[src/rtl/ctl_bit_bank.sv]
module ctl_bit_bank #(
  parameter int ADDR_W = 16,
  parameter logic [ADDR_W-1:0] BASE = 16'h1100
) (
  input  logic              clk,
  input  logic              rst_n,
  input  logic              wr_en,
  input  logic [ADDR_W-1:0] offset,
  input  logic              wr_bit,
  output logic [7:0]        rd_data,
  input  logic [3:0]        drv_absent,
  input  logic              sw_step,
  input  logic              sw_clock,
  input  logic [1:0]        sw_count,
  output logic              card_en,
  output logic              motor_trig,
  output logic              wait_en,
  output logic              head_load,
  output logic [3:0]        drv_sel,
  output logic              side,
  output logic              dens,
  output logic [1:0]        rom_page,
  output logic              ram_page,
  output logic              rtc_en,
  output logic [1:0]        drv_idx,
  output logic              drv_valid
);
  localparam logic [ADDR_W-1:0] WIN_MASK = {{(ADDR_W-8){1'b1}}, 8'h00};

  logic       in_bank;
  logic [3:0] bit_no;
  logic [7:0] status;

  assign in_bank = (offset & WIN_MASK) == BASE;
  assign bit_no  = offset[4:1];

  always_ff @(posedge clk) begin
    if (!rst_n) begin
      card_en    <= 1'b0;
      motor_trig <= 1'b0;
      wait_en    <= 1'b0;
      head_load  <= 1'b0;
      drv_sel    <= '0;
      side       <= 1'b0;
      dens       <= 1'b0;
      rom_page   <= '0;
      ram_page   <= 1'b0;
      rtc_en     <= 1'b0;
    end else if (wr_en && in_bank) begin
      case (bit_no)
        4'd0:  card_en     <= wr_bit;
        4'd1:  motor_trig  <= wr_bit;
        4'd2:  wait_en     <= wr_bit;
        4'd3:  head_load   <= wr_bit;
        4'd4:  drv_sel[0]  <= wr_bit;
        4'd5:  drv_sel[1]  <= wr_bit;
        4'd6:  drv_sel[2]  <= wr_bit;
        4'd7:  side        <= wr_bit;
        4'd8:  drv_sel[3]  <= wr_bit;
        4'd10: dens        <= wr_bit;
        4'd11: rom_page[0] <= wr_bit;
        4'd13: ram_page    <= wr_bit;
        4'd14: rtc_en      <= wr_bit;
        4'd15: rom_page[1] <= wr_bit;
        default: ;
      endcase
    end
  end

  always_comb begin
    drv_idx   = '0;
    drv_valid = 1'b0;
    for (int i = 0; i < 4; i++) begin
      if (drv_sel[i]) begin
        drv_idx   = 2'(i);
        drv_valid = 1'b1;
      end
    end
  end

  assign status  = {sw_count, sw_clock, sw_step,
                    drv_absent[2], drv_absent[1], drv_absent[0], drv_absent[3]};
  assign rd_data = (in_bank && offset[7:0] == 8'h00) ? ~status : 8'h00;
endmodule

[config.mk]
export PLATFORM = sky130hd
export DESIGN_NAME = ctl_bit_bank
export DESIGN_NICKNAME = d
export VERILOG_FILES = /design/src/rtl/ctl_bit_bank.sv
export SDC_FILE = /design/constraint.sdc
export NUM_CORES = 1
export LEC_CHECK = 0
export ABC_AREA = 1
export BUFFER_PORTS_ARGS = -buffer_cell sky130_fd_sc_hd__buf_2
export CAP_MARGIN = 20
export CORE_MARGIN = 1.5
export CORE_UTILIZATION = 47
export CTS_BUF_LIST = sky130_fd_sc_hd__clkbuf_4 sky130_fd_sc_hd__clkbuf_8 sky130_fd_sc_hd__clkbuf_16
export DETAILED_ROUTE_END_ITERATION = 16
export PLACE_DENSITY = 0.84
export SLEW_MARGIN = 20
export SYNTH_ARGS = -nofsm -noshare
export SYNTH_HDL_FRONTEND = slang
export SYNTH_SLANG_ARGS = --single-unit
[constraint.sdc]
create_clock -name clk -period 2.6 [get_ports clk]
set_clock_uncertainty 0.05 [all_clocks]
set_input_delay 0.39 -clock clk [delete_from_list [all_inputs] [get_ports clk]]
set_output_delay 0.39 -clock clk [all_outputs]
set_load 0.1 [all_outputs]
== Word-level counts from Yosys, hierarchy flattened ==
Cells that the tools add are included.
Operators by class
  multiply operators: 0
  mux-type cells: 8
  reductions and logical operators: 18
  bitwise gates (word level): 1
  shift operators: 0
  divide/modulo/power cells: 0
  equal/unequal tests: 14
  order comparisons: 0
  $add $sub $neg: 0
Operators by type and width (number)
  $reduce_and 2->1: 14
  $eq 4x4->1 const B: 6
  $eq 4x3->1 const B: 4
  $eq 4x2->1 const B: 2
  $eq 8x5->1 const B: 1
  $logic_not 8->1: 1
  $mux 8: 1
  $not 8->8: 1
  $mux 1: 5
  $eq 4x1->1 const B: 1
  $logic_not 4->1: 1
  $mux 2: 2
  $logic_and 1x1->1: 2
Storage, ports and cells
  bits in registers: 14
  latch bits: 0
  bits of input ports: 28
  RAM bits: 0
  memory bits (read-only): 0
  output and inout bits: 25
  memories: 0
  word-level logic and storage cells: 55

== Depth between registers and ports, before layout ==
  word-level depth: 4
  mapped depth: 8
  mapped depth without buffers: 7

== Least setup slack after synthesis ==
No wires, ideal clock.
  kind: register to output
  start: register drv_sel[1]
  end: output drv_idx[0]
  arrival time: 2.525 ns
  data required time: 2.160 ns
  cell stages (with the launch flop): 3
  buffers on the path: 0
  setup slack: -0.365 ns
  cells stage by stage: dfxtp_1 > inv_1 > o21bai_1
On the way
  cells in the longest elaborated chain, start to end: 3
Ends and longest elaborated chain
  from (decl): RTL line 19  | output logic [3:0] drv_sel,
  from (signal assigned): RTL line 56  | 4'd5: drv_sel[1] <= wr_bit;
  $mux 1: RTL line 74  | if (drv_sel[i]) begin
  $mux 2 (2 in series): RTL line 74
  to (decl): RTL line 25  | output logic [1:0] drv_idx,
Every way passes these cells.

== Worst setup path after layout ==
  start: input offset[1]
  end: output rd_data[7]
On the way
  cells in the longest elaborated chain, start to end: 3
Ends and longest elaborated chain
  from (decl): RTL line 8  | input logic [ADDR_W-1:0] offset,
  $logic_not 8->1: RTL line 83  | assign rd_data = (in_bank && offset[7:0] == 8'h00) ? ~status : 8'h00;
  $logic_and 1x1->1: RTL line 83
  $mux 8: RTL line 83
  to (decl): RTL line 10  | output logic [7:0] rd_data,
Every way passes these cells.

==> impl_metrics.py <==
metrics = {
    "status": {
        "status": "finished, final reports clean",
    },
    "synthesis": {
        "syn_inst": 170,
        "synth_cell_types": 16,
        "synth_simple_gate_area_frac": 0.553,
        "ys_warn_count": 0,
        "synth-compound-area-share": 0.00770,
        "syn_area_per_cell_sq_um": 5.73,
        "syn_area_sq_um": 975,
        "synth_mux_area_frac": 0,
        "yosys.area_share.xor_xnor": 0,
        "ys_ff_latch": 14,
        "synthAdderAreaFrac": 0,
        "synth_top_family_by_area": "simple AND/OR/NAND/NOR gates",
        "synth_seq_area_share": 0.288,
        "syn-num-nets": 198,
    },
    "floorplan": {
        "die-area_sq_mm": 0.00236,
        "die_h_um": 48.5,
        "fp.dieW_um": 48.5,
        "io_pins": 53,
        "core.rowCount": 16,
        "floorplan.initialDensity": 0.497,
        "core_sq_mm": 0.00196,
    },
    "cells_and_area": {
        "nets": 251,
        "area_growth_pct": 31.7,
        "layout-drive-gt1-share": 0.342,
        "fin_util": 0.654,
        "antenna_cells": 0,
        "n_fill_cell": 195,
    },
    "place": {
        "dp_hpwl_um": 1690,
        "place_congestion": 0.781,
        "io_buffers": 52,
    },
    "global_route": {
        "antenna_found_initial": 0,
        "grt_pass1_vias": 906,
        "grt_max_degree": 16,
        "grt_overflow_total": 0,
        "grt_usage": 0.189,
        "grt_pass1_wl_um": 3580,
    },
    "clocking": {
        "cts_setup_buffers": 0,
        "ctsHoldBuffers": 0,
        "clock_latency_ns": 0.28,
        "cts_buffers": 3,
        "clk_pin_slew_worst_paths_ns": 0.10,
        "numClockSinks": 14,
        "tritoncts": "built",
        "cts_buffer_depth": 2,
        "cts.repair.resized": 0,
        "clockRootBuffer": "clkbuf_4",
        "htreeDepth": 1,
    },
    "setup_path": {
        "r2r_cells": 2,
        "critPathLaunchType": "primary input",
        "required_ns": 2.16,
        "crit_chain": "buf_2 > nor2_1 > inv_2 > nor3_1 > nand3_2 > nor2_1 > buf_2",
        "slowest_delay_ns": 0.43,
        "crit_type": "primary input to output port",
        "endpoint_kind": "output port",
        "arrival_ns": 1.61,
        "crit_fanout": 8,
        "r2r_start": "drv_sel[2]$_SDFFE_PN0P_",
        "critPathLaunch": "offset[1]",
        "crit_slowest_cell": "buf_2",
    },
    "timing": {
        "setup_viol": 0,
        "post-route-min-period_ns": 2.05,
        "max_freq_ghz": 0.487,
        "report.final.slew_viol_count": 0,
        "tightest_slew_ns": 0.488,
        "hold_viol_final": 0,
        "rsz0062_at_grt": "no",
        "fin_hold_ws_ns": 0.398,
        "fin_crit_sh": 0.790,
        "max-slew-margin-rel": 0.677,
    },
    "flow_run": {
        "drv_cap": 0,
    },
    "route": {
        "wl_per_cell_um": 8.72,
        "totalWireLength_um": 2170,
        "dr.first_iter.drc_count": 32,
        "vias": 1154,
        "viasPerCell": 4.63,
        "drt-pass1-iter-count": 4,
        "drcViolationCount": 0,
        "ant_nets": 0,
    },
    "power": {
        "peakVddDrop_v": 0.000198,
        "p_leak_nw": 0.670,
        "powerDensity_mw_per_mm2": 345,
    },
    "min_path": {
        "holdPathStages": 3,
        "min_path_type": "primary input to flop",
        "worstHoldStart": "rst_n",
    },
}
cells in the mapped netlist (all sizes together):
| cell type | number | area share |
|---|---|---|
| buf | 3 | 0.028 |
| clkbuf | 2 | 0.0077 |
| dfxtp | 14 | 0.29 |
| inv | 30 | 0.12 |
| nand2 | 27 | 0.10 |
| nand3 | 2 | 0.021 |
| nand4 | 14 | 0.090 |
| nor2 | 74 | 0.32 |
| nor3 | 1 | 0.0051 |
| nor4 | 1 | 0.0064 |
| o21bai | 1 | 0.0077 |
| or2 | 1 | 0.0064 |
layout by cell type (no fill, tap or decap), types with 2 or more instances in the layout:
cell	Yosys	final
nor2_2	11	11
dfxtp_1	14	12
dfxtp_2	0	2
clkbuf_4	0	3
nand2_1	27	27
nand4_1	14	14
buf_2	1	52
nor2_1	62	62
nand3_2	2	2
inv_1	29	29
per-layer routing:
metal / wire length (um) / part of all wire / up-vias / global-route usage
li1: - / - / 616 / -
met1: 953 / 0.44 / 479 / 0.233
met2: 991 / 0.46 / 54 / 0.326
met3: 181 / 0.083 / 5 / 0.0185
met4: 46 / 0.021 / 0 / 0.100
met5: 0 / 0 / - / 0
cell families (layout without fill, tap and decap cells):
family / count (synthesis) / after routing
AND/OR/NAND/NOR: 120 / 120
buffers and inverters: 35 / 87
flip-flops: 14 / 14
AO/OA/AOI/OAI: 1 / 1
power by group:
part | switching [W] | internal [W]
clock | 0.0000786 | 0.0000853
combinational | 0.0000398 | 0.0000246
sequential | 0.0000000211 | 0.000214
total | 0.000118 | 0.000324
critical path: cells and delay by family:
family        cells  cell delay [ns]
simple gates      4             0.60
buf+inv           3             0.62
final timing paths:
check                                           endpoint  slack, ns
worst min register to register       rtc_en$_SDFFE_PN0P_       0.43
worst min-delay path            rom_page[0]$_SDFFE_PN0P_       0.40
worst max-delay path                          rd_data[7]       0.55
worst max register to register   drv_sel[2]$_SDFFE_PN0P_       1.96
metrics by stage:
stage          worst slack, ns  setup TNS [ns]  total power [W]  instance area, sq um  instances
3_5_place_dp             0.541               0         0.000283                  1250        245
6_report                 0.546               0         0.000443                  1280        249
5_1_grt                  0.418               0         0.000462                  1280        249
2_1_floorplan          -0.0134          -0.107         0.000253                   981        170
3_3_place_gp             0.552               0         0.000283                  1250        245
4_1_cts                  0.533               0         0.000443                  1280        249
registers in the layout (all words and copies together) (netlist names):
name and cells:
side 1, drv_sel 4, rtc_en 1, ram_page 1
card_en 1, head_load 1, motor_trig 1, dens 1
wait_en 1, rom_page 2
layout make-up:
type	count	area (sq um)	share of cell area
clock buffer	4	36.3	0.0283
inverter	30	113	0.0877
multi-input combinational	121	551	0.429
sequential	14	283	0.220
tap	27	33.8	0.0263
timing repair buffer	53	268	0.209
Power figures use the tool's default switching activity.
